File: src/rtl/cfg_pkg.sv
package cfg_pkg;
  localparam int unsigned CH_DEFAULT  = 8;
  localparam int unsigned PH_DEFAULT  = 4;
  localparam int unsigned WIN_DEFAULT = 8;

  typedef enum logic {
    GUARD_IDLE  = 1'b0,
    GUARD_WATCH = 1'b1
  } guard_state_e;
endpackage

File: src/rtl/cfg_sync.sv
module cfg_sync #(
  parameter int unsigned N = 3,
  parameter logic [N-1:0] RST_VAL = '0
) (
  input  logic         clk,
  input  logic         rst_n,
  input  logic [N-1:0] async_in,
  output logic [N-1:0] lvl,
  output logic [N-1:0] dly
);
  for (genvar i = 0; i < N; i++) begin : g_bit
    logic [2:0] pipe_q;
    always_ff @(posedge clk or negedge rst_n) begin
      if (!rst_n) pipe_q <= {3{RST_VAL[i]}};
      else        pipe_q <= {pipe_q[1:0], async_in[i]};
    end
    assign lvl[i] = pipe_q[1];
    assign dly[i] = pipe_q[2];
  end
endmodule

File: src/rtl/cfg_shift_chain.sv
module cfg_shift_chain #(
  parameter int unsigned NCH = 8,
  parameter int unsigned FW  = 5
) (
  input  logic              clk,
  input  logic              rst_n,
  input  logic              shift_en,
  input  logic              out_en,
  input  logic              din,
  output logic [NCH*FW-1:0] chain,
  output logic              dout
);
  localparam int unsigned CW = NCH * FW;

  function automatic logic [CW-1:0] push_top(input logic [CW-1:0] cur, input logic b);
    return {b, cur[CW-1:1]};
  endfunction

  logic [CW-1:0] chain_q;
  logic          dout_q;

  always_ff @(posedge clk or negedge rst_n) begin
    if (!rst_n)        chain_q <= '0;
    else if (shift_en) chain_q <= push_top(chain_q, din);
  end

  always_ff @(posedge clk or negedge rst_n) begin
    if (!rst_n)      dout_q <= 1'b0;
    else if (out_en) dout_q <= chain_q[0];
  end

  assign chain = chain_q;
  assign dout  = dout_q;

  assert_chain_hold_R2: assert property (@(posedge clk) disable iff (!rst_n)
    !shift_en |=> $stable(chain_q));
  assert_entry_top_R3: assert property (@(posedge clk) disable iff (!rst_n)
    shift_en |=> chain_q[CW-1] == $past(din));
  assert_dout_on_fall_R5: assert property (@(posedge clk) disable iff (!rst_n)
    !out_en |=> $stable(dout_q));
endmodule

File: src/rtl/cfg_preset_bank.sv
module cfg_preset_bank #(
  parameter int unsigned NCH = 8,
  parameter int unsigned PW  = 4
) (
  input  logic                   clk,
  input  logic                   rst_n,
  input  logic                   load_en,
  input  logic [NCH*(PW+1)-1:0]  chain,
  output logic [NCH*PW-1:0]      ch_phase,
  output logic [NCH-1:0]         ch_enable,
  output logic                   load_pulse
);
  localparam int unsigned FW = PW + 1;

  function automatic logic [PW-1:0] field_phase(input logic [NCH*FW-1:0] v, input int unsigned c);
    return v[c*FW +: PW];
  endfunction

  function automatic logic field_en(input logic [NCH*FW-1:0] v, input int unsigned c);
    return v[c*FW + PW];
  endfunction

  logic [NCH*PW-1:0] phase_q;
  logic [NCH-1:0]    en_q;
  logic              pulse_q;

  for (genvar c = 0; c < NCH; c++) begin : g_ch
    always_ff @(posedge clk or negedge rst_n) begin
      if (!rst_n) begin
        phase_q[c*PW +: PW] <= '0;
        en_q[c]             <= 1'b0;
      end else if (load_en) begin
        phase_q[c*PW +: PW] <= field_phase(chain, c);
        en_q[c]             <= field_en(chain, c);
      end
    end
  end

  always_ff @(posedge clk or negedge rst_n) begin
    if (!rst_n) pulse_q <= 1'b0;
    else        pulse_q <= load_en;
  end

  assign ch_phase   = phase_q;
  assign ch_enable  = en_q;
  assign load_pulse = pulse_q;

  assert_preset_hold_R8: assert property (@(posedge clk) disable iff (!rst_n)
    !load_en |=> ($stable(phase_q) && $stable(en_q)));
  assert_single_pulse_R8: assert property (@(posedge clk) disable iff (!rst_n)
    load_pulse |=> !load_pulse);
endmodule

File: src/rtl/cfg_load_guard.sv
module cfg_load_guard
  import cfg_pkg::*;
#(
  parameter int unsigned WIN = 8
) (
  input  logic clk,
  input  logic rst_n,
  input  logic load_ev,
  input  logic mix_edge,
  output logic load_fault
);
  localparam int unsigned CNTW = $clog2(WIN + 1);
  localparam logic [CNTW-1:0] WIN_C = CNTW'(WIN);

  guard_state_e    state_q;
  logic [CNTW-1:0] since_q;
  logic [CNTW-1:0] left_q;
  logic            dirty_q;
  logic            fault_q;
  logic            recent;
  logic            close_now;

  assign recent    = since_q < WIN_C;
  assign close_now = (state_q == GUARD_WATCH) && (left_q == CNTW'(1));

  always_ff @(posedge clk or negedge rst_n) begin
    if (!rst_n)          since_q <= WIN_C;
    else if (mix_edge)   since_q <= '0;
    else if (recent)     since_q <= since_q + CNTW'(1);
  end

  always_ff @(posedge clk or negedge rst_n) begin
    if (!rst_n) begin
      state_q <= GUARD_IDLE;
      left_q  <= '0;
      dirty_q <= 1'b0;
      fault_q <= 1'b0;
    end else if (state_q == GUARD_IDLE) begin
      if (load_ev) begin
        state_q <= GUARD_WATCH;
        left_q  <= WIN_C;
        dirty_q <= recent | mix_edge;
      end
    end else if (close_now) begin
      fault_q <= dirty_q | mix_edge;
      state_q <= GUARD_IDLE;
      left_q  <= '0;
    end else begin
      dirty_q <= dirty_q | mix_edge;
      left_q  <= left_q - CNTW'(1);
    end
  end

  assign load_fault = fault_q;

  assert_fault_at_close_R10: assert property (@(posedge clk) disable iff (!rst_n)
    !close_now |=> $stable(fault_q));
  assert_late_edge_flag_R9: assert property (@(posedge clk) disable iff (!rst_n)
    (close_now && mix_edge) |=> fault_q);
endmodule

File: src/rtl/cwd_cfg_port.sv
module cwd_cfg_port
  import cfg_pkg::*;
#(
  parameter int unsigned NCH = CH_DEFAULT,
  parameter int unsigned PW  = PH_DEFAULT,
  parameter int unsigned WIN = WIN_DEFAULT
) (
  input  logic              clk,
  input  logic              rst_n,
  input  logic              prog_clk,
  input  logic              prog_sel_n,
  input  logic              prog_din,
  output logic              prog_dout,
  input  logic              mix_clk,
  output logic [NCH*PW-1:0] ch_phase,
  output logic [NCH-1:0]    ch_enable,
  output logic              load_pulse,
  output logic              load_fault
);
  localparam int unsigned FW = PW + 1;
  localparam int unsigned CW = NCH * FW;

  // synchronised bits: [0] select, [1] programming clock, [2] mixer clock
  logic [2:0] s_lvl;
  logic [2:0] s_dly;

  cfg_sync #(.N(3), .RST_VAL(3'b001)) u_sync (
    .clk(clk), .rst_n(rst_n),
    .async_in({mix_clk, prog_clk, prog_sel_n}),
    .lvl(s_lvl), .dly(s_dly)
  );

  logic din_m, din_s;
  always_ff @(posedge clk or negedge rst_n) begin
    if (!rst_n) begin
      din_m <= 1'b0;
      din_s <= 1'b0;
    end else begin
      din_m <= prog_din;
      din_s <= din_m;
    end
  end

  // named internal events
  logic sel_active, pclk_rise, pclk_fall, shift_en, load_ev, mix_edge;
  assign sel_active = ~s_lvl[0];
  assign load_ev    = s_lvl[0] & ~s_dly[0];
  assign pclk_rise  = s_lvl[1] & ~s_dly[1];
  assign pclk_fall  = ~s_lvl[1] & s_dly[1];
  assign shift_en   = pclk_rise & sel_active;
  assign mix_edge   = s_lvl[2] ^ s_dly[2];

  logic [CW-1:0] chain;

  cfg_shift_chain #(.NCH(NCH), .FW(FW)) u_chain (
    .clk(clk), .rst_n(rst_n),
    .shift_en(shift_en), .out_en(pclk_fall), .din(din_s),
    .chain(chain), .dout(prog_dout)
  );

  cfg_preset_bank #(.NCH(NCH), .PW(PW)) u_bank (
    .clk(clk), .rst_n(rst_n),
    .load_en(load_ev), .chain(chain),
    .ch_phase(ch_phase), .ch_enable(ch_enable), .load_pulse(load_pulse)
  );

  cfg_load_guard #(.WIN(WIN)) u_guard (
    .clk(clk), .rst_n(rst_n),
    .load_ev(load_ev), .mix_edge(mix_edge), .load_fault(load_fault)
  );

  assert_load_pulse_follows_R8: assert property (@(posedge clk) disable iff (!rst_n)
    load_ev |=> load_pulse);
endmodule

File: config.mk
export PLATFORM = sky130hd
export DESIGN_NAME = cwd_cfg_port
export DESIGN_NICKNAME = d
export VERILOG_FILES = /design/src/rtl/cfg_pkg.sv /design/src/rtl/cfg_sync.sv /design/src/rtl/cfg_shift_chain.sv /design/src/rtl/cfg_preset_bank.sv /design/src/rtl/cfg_load_guard.sv /design/src/rtl/cwd_cfg_port.sv
export SDC_FILE = /design/constraint.sdc
export NUM_CORES = 1
export LEC_CHECK = 0
export ABC_AREA = 1
export ABC_CLOCK_PERIOD_IN_PS = 1200
export BUFFER_PORTS_ARGS = -buffer_cell sky130_fd_sc_hd__buf_4
export CORE_ASPECT_RATIO = 1.2
export CORE_MARGIN = 5
export CORE_UTILIZATION = 52
export DETAILED_ROUTE_END_ITERATION = 7
export PLACE_DENSITY = 0.83
export SYNTH_ARGS = -nofsm -noshare
export SYNTH_HDL_FRONTEND = slang
export SYNTH_HIERARCHICAL = 1
export SYNTH_SLANG_ARGS = --single-unit
File: constraint.sdc
create_clock -name clk -period 1.2 [get_ports clk]
set_input_delay 0.12 -clock clk [delete_from_list [all_inputs] [get_ports clk]]
set_output_delay 0.12 -clock clk [all_outputs]
set_load 0.01 [all_outputs]
# [Word level (Yosys, flattened, before mapping)]
# Index checks and enable logic that the tools add are counted.
[totals] register_bits=104 input_bits=6 out_inout_bits=43 elab_cells=61
[op_classes] n_addsub=2 n_lt_le_gt_ge=1 n_eq_ne=2 mux=11 n_bitwise=11 reduce_logical=5
[ops] op="$mux 4" count=5
[ops] op="$mux 1" count=6
[ops] op="$add 4x1->4 const B" count=1
[ops] op="$and 1x1->1" count=4
[ops] op="$eq 4x1->1 const B" count=1
[ops] op="$lt 4x4->1 const B" count=1
[ops] op="$not 1->1" count=4
[ops] op="$reduce_and 2->1" count=2
[ops] op="$reduce_bool 2->1" count=2
[ops] op="$sub 4x1->4 const B" count=1
[ops] op="$ne 2x2->1 const B" count=1
[ops] op="$or 1x1->1" count=2
[ops] op="$logic_and 1x1->1" count=1
[ops] op="$xor 1x1->1" count=1

# [Logic depth before layout (Yosys ltp)]
[logic_depth] word_depth=4 ltp_mapped=9 ltp_nobuf=7

# [Cells and area by module]
# The synthesis kept the hierarchy.
[modules_own_cells] mod="cfg_shift_chain" n_inst=1 cells_per_inst=175 area_per_inst_um2=1647.8 seq_area_each_um2=1026.0
[modules_own_cells] mod="cfg_preset_bank" n_inst=1 cells_per_inst=171 area_per_inst_um2=1630.3 seq_area_each_um2=1026.0
[modules_own_cells] mod="cfg_load_guard" n_inst=1 cells_per_inst=57 area_per_inst_um2=523.0 seq_area_each_um2=276.5
[modules_own_cells] mod="cfg_sync" n_inst=1 cells_per_inst=15 area_per_inst_um2=274.0 seq_area_each_um2=229.0
[modules_own_cells] mod="cwd_cfg_port" n_inst=1 cells_per_inst=13 area_per_inst_um2=96.3 seq_area_each_um2=50.0

# [Worst setup path before layout]
# OpenSTA, ideal clock, no wires.
[synth_timing] kind="flip-flop to flip-flop" from="register u_sync.g_bit[0].pipe_q[1]" to="register u_bank.en_q[3] (netlist: u_bank/ch_enable[3])" setup_time_ns=0.116 arrival_time_ns=1.185 t_required_ns=1.084 setup_slack_ns=-0.101 path_stages_with_launch=9 n_path_buf=3 synth_period_minus_slack_ns=1.301 cell_sequence="dfstp_2 > buf_4 > inv_1 > nor2_2 > buf_6 > inv_8 > buf_12 > nand2_2 > nand2_1"
[synth_via] elab_chain_cells=1
[synth_lines] item="start: declaration" line="cfg_sync.sv:12" source="logic [2:0] pipe_q;"
[synth_lines] item="start signal: assignment" line="cfg_sync.sv:14" source="if (!rst_n) pipe_q <= {3{RST_VAL[i]}};"
[synth_lines] item="start signal: assignment" line="cfg_sync.sv:15" source="else pipe_q <= {pipe_q[1:0], async_in[i]};"
[synth_lines] item="$and 1x1->1" line="cwd_cfg_port.sv:47" source="assign load_ev = s_lvl[0] & ~s_dly[0];"
[synth_lines] item="named net load_ev" line="cwd_cfg_port.sv:45" source="logic sel_active, pclk_rise, pclk_fall, shift_en, load_ev, mix_edge;"
[synth_lines] item="end signal: indexed assignment" line="cfg_preset_bank.sv:34" source="en_q[c] <= field_en(chain, c);"
[synth_lines] item="end: declaration" line="cfg_preset_bank.sv:24" source="logic [NCH-1:0] en_q;"
# The timed path passes the listed nets, and every way through them passes these cells.
# A chain may end at the register's enable or synchronous reset.

# [Worst setup path after layout]
[layout_timing] from="register u_sync.g_bit[0].pipe_q[1]" to="register u_guard.dirty_q"
[layout_via] elab_chain_cells=3
[layout_lines] item="$and 1x1->1" line="cwd_cfg_port.sv:47"
[layout_lines] item="named net load_ev" line="cwd_cfg_port.sv:45"
[layout_lines] item="$reduce_bool 2->1 (no line)"
[layout_lines] item="$reduce_and 2->1 (no line)"
[layout_lines] item="end signal: assignment" line="cfg_load_guard.sv:42" source="dirty_q <= recent | mix_edge;"
[layout_lines] item="end signal: assignment" line="cfg_load_guard.sv:49" source="dirty_q <= dirty_q | mix_edge;"
[layout_lines] item="end: declaration" line="cfg_load_guard.sv:18" source="logic dirty_q;"
# The timed path passes the listed nets, and every way through them passes these cells.

==> reports/metrics.csv <==
stage,metric,value,unit
setup_path,worst reg2reg endpoint,u_guard/dirty_q,
logic_synthesis,leading area contributor after synthesis,dfrtp_1,
clock_network,CTS tree,built,
setup_path,flop2flop setup slack,0.007,ns
setup_path,Bufs and invs on worst path,2,
floorplanning,Core Box Area,0.00775,mm^2
logic_synthesis,#FFs+latches synth,104,
run,maxcap violations,0,
timing,Final Hold Viols,0,
finish,number of diodes,0,
clock_network,CTS root buf,clkbuf_8,
setup_path,crit end category,register,
logic_synthesis,Netlist Area Pre-Place,0.00417,mm^2
routing,# DRC,0,
placed_design,post-placement cell area,0.00447,mm^2
pwr,VDD IR max,0.739,mV
routing,routed wl met2,3790,um
logic_synthesis,"top cells by area, synth","dfrtp_1 (60%), nand2_1 (21%), nand2_2 (3.4%), buf_6 (2.7%), dfstp_2 (2.5%)",
floorplanning,die area,0.00992,mm^2
setup_path,CP arrival,1.49,ns
finish,nets,486,
timing,Rel. slew slack,0.719,
timing,fin. max-slew vios,0,
routing,Routed WL,7610,um
routing,uppermost routed layer,met4,
global_routing,total gr overflow,0,
logic_synthesis,post-synthesis sequential area ratio,0.625,
setup_path,"delay-heaviest family, CP",flip-flops,
pwr,Leak,2.67,nW
clock_network,total clock sinks,104,
global_routing,Tot GR Track Use,0.166,
timing,endpoints failing setup,0,
floorplanning,Die Height,108,um
routing,WL met1,3310,um
pwr,PD cells,1540,mW/mm^2
finish,fill cell count,627,
clock_network,Max Root-Sink Buffers,2,
finish,final core occ,0.612,
floorplanning,row cnt,35,
logic_synthesis,net count after synthesis,440,
clock_network,Post-CTS Repair Setup Buffers,0,
setup_path,Setup CP Type,register to register,
status,outcome,"complete, no violations",
setup_path,Worst Setup Start Kind,register,
timing,Final Cycle Share,0.994,
finish,fraction of final layout cells with drive strength greater than 1,0.231,
logic_synthesis,Synth top area share,0.600,
timing,setup TNS,0,ns
logic_synthesis,Synth Instances,431,
global_routing,initial antenna violation count,0,
worst_hold_path,HP Class,input port to asynchronous set/reset pin,
timing,Tmin final,1.19,ns
placed_design,post-DP HPWL,4920,um
setup_path,CP Cell Sequence,inv_2 -> nor2_4 -> buf_12 -> nand2_2 -> nand2_2 -> nand2_1 -> nand2_1,
logic_synthesis,Yosys Warn Count,6,
routing,vias post-DR,2812,
floorplanning,num ports,49,
routing,Post-DRT Antenna Nets,0,
setup_path,r2r startpoint,u_sync/g_bit[0].pipe_q[1],
floorplanning,die width,91.8,um
placed_design,Final GP Congestion,0.731,
timing,hold slack,0.304,ns
global_routing,first-pass GRT wire length,13200,um
timing,Max Fclk,838,MHz
routing,WL met3,355,um
setup_path,Critical-path top delay cell,dfstp_2,
placed_design,dpl ws,-0.0335,ns
timing,final worst slack,0.00670,ns
finish,area grow syn2layout,13.7,%
logic_synthesis,Yosys cell types,25,
global_routing,pin count of the biggest net entering global routing,82,
routing,Pre-antenna DRT Iters,4,
routing,DR iter-0 viols,223,
floorplanning,initial core utilization,0.538,
setup_path,Worst path max stage delay,0.54,ns
timing,RSZ-0062 raised after global routing,yes,
placed_design,IO buf count,48,
logic_synthesis,Avg Inst Size Synth,9.68,um^2
routing,Avg WL per Cell,13.3,um
setup_path,Worst EP required,1.50,ns
clock_network,H-tree Lvls,3,
clock_network,worst-skew pair later-pin latency,0.36,ns
clock_network,clk slew on worst S/H paths,0.09,ns
global_routing,number of global-route vias before repair,2831,
setup_path,CP Max Fanout,4,
setup_path,Reg2Reg Depth,7,
timing,clk_skew,0.00846,ns
timing,Worst-Margin Slew,0.421,ns
routing,Vias/cell,4.91,
finish,"Design Area, Final",0.00474,mm^2
clock_network,TritonCTS Buffers,9,
-- report_power, final --
part	internal, mW	switching, mW	leakage [nW]
registers	3.81	0.244	1.39
logic	0.463	0.657	1.18
clock network	1.01	1.11	0.102
total	5.28	2.01	2.67
-- layer usage --
layer | vias to the layer above | global-route usage
met5 | - | 0
met4 | 0 | 0.0754
met1 | 1362 | 0.222
met2 | 53 | 0.266
li1 | 1386 | -
met3 | 11 | 0.0285
-- cell usage after synthesis, drive strengths merged --
| library cell | count |
|---|---|
| nand2 | 260 |
| dfrtp | 100 |
| buf | 18 |
| inv | 14 |
| nor2 | 7 |
| clkbuf | 6 |
| nand3 | 5 |
| dfstp | 4 |
| o21ai | 4 |
| a21oi | 3 |
| ha | 3 |
| o22ai | 2 |
| and3 | 1 |
| nor3 | 1 |
| o31ai | 1 |
| xnor2 | 1 |
| xor2 | 1 |
-- flip-flops by register name, indices dropped and copies added, names as in the netlist --
| register | count |
|---|---|
| u_guard/left_q | 4 |
| u_bank/ch_enable | 8 |
| din_s | 1 |
| din_m | 1 |
| u_bank/load_pulse | 1 |
| u_guard/since_q | 4 |
| u_bank/ch_phase | 32 |
| u_sync/g_bit.pipe_q | 9 |
| u_guard/dirty_q | 1 |
| u_chain/dout | 1 |
| u_guard/state_q | 1 |
| u_guard/load_fault | 1 |
| u_chain/chain | 40 |
-- stage by stage --
step | instances | power (mW)
final | 573 | 7.29
after global routing | 573 | 7.70
after CTS | 573 | 7.31
after detailed placement | 553 | 5.16
after global placement | 553 | 5.09
after floorplan | 431 | 4.81
-- layout by cell type (no fill, tap or decap) --
master         instances
o21ai_0                2
a21oi_1                3
nand3_1                4
clkinv_2               2
inv_1                  8
buf_4                 50
and3_1                 1
nor2_1                 3
ha_1                   3
dlygate4sd3_1          5
nor2_4                 2
inv_12                 1
inv_8                  1
inv_2                  4
dfstp_2                4
o21ai_1                2
bufinv_16              1
xor2_1                 1
buf_12                 4
clkinv_4               2
nand2_1              233
o22ai_1                2
o31ai_1                1
nand3_2                1
dfrtp_1              100
nor3_1                 1
xnor2_1                1
nand2_4                1
nor2_2                 2
clkbuf_8              10
nand2_2               26
-- kinds of logic (layout without fill, tap and decap cells) --
group | Yosys count | count (layout) | share of synthesized area
simple gates | 274 | 274 | 0.265
flops | 104 | 104 | 0.625
buf+inv | 38 | 88 | 0.0834
compound gates | 10 | 10 | 0.0132
fa+ha+maj | 3 | 3 | 0.00900
xor+xnor | 2 | 2 | 0.00420
-- layout make-up --
cell class | count | area, um^2 | area share
Sequential cell | 104 | 2610 | 0.550
Inverter | 14 | 72.6 | 0.0153
Timing Repair Buffer | 59 | 505 | 0.107
Clock inverter | 5 | 57.6 | 0.0121
Clock buffer | 10 | 138 | 0.0290
Tap cell | 92 | 115 | 0.0243
Multi-Input combinational cell | 289 | 1250 | 0.263
-- timing repair --
item	in CTS	in global routing
hold endpoints to repair	104	0
setup endpoints to repair	39	84
hold buffers	5	0
pin swaps	2	0
resized for setup	4	6
gates cloned	0	0
-- tightest hold or removal path, delay by kind of cell --
kind,cells,cell delay [ns]
buf+inv,3,0.93
-- how the worst max path moves through the flow --
| stage | cells after the start | end | from |
|---|---|---|---|
| 4_1_cts | 7 | u_guard/dirty_q | u_sync/g_bit[0].pipe_q[1] |
| 2_1_floorplan | 8 | u_bank/ch_enable[3] | u_sync/g_bit[0].pipe_q[1] |
| 5_1_grt | 6 | u_bank/ch_phase[3] | u_sync/g_bit[0].pipe_q[1] |
| 6_report | 7 | u_guard/dirty_q | u_sync/g_bit[0].pipe_q[1] |
| 3_3_place_gp | 6 | u_bank/ch_phase[28] | u_sync/g_bit[0].pipe_q[1] |
| 3_5_place_dp | 5 | u_guard/left_q[2] | u_sync/g_bit[0].pipe_q[2] |
Note: power is estimated with default switching activity, not from simulation.
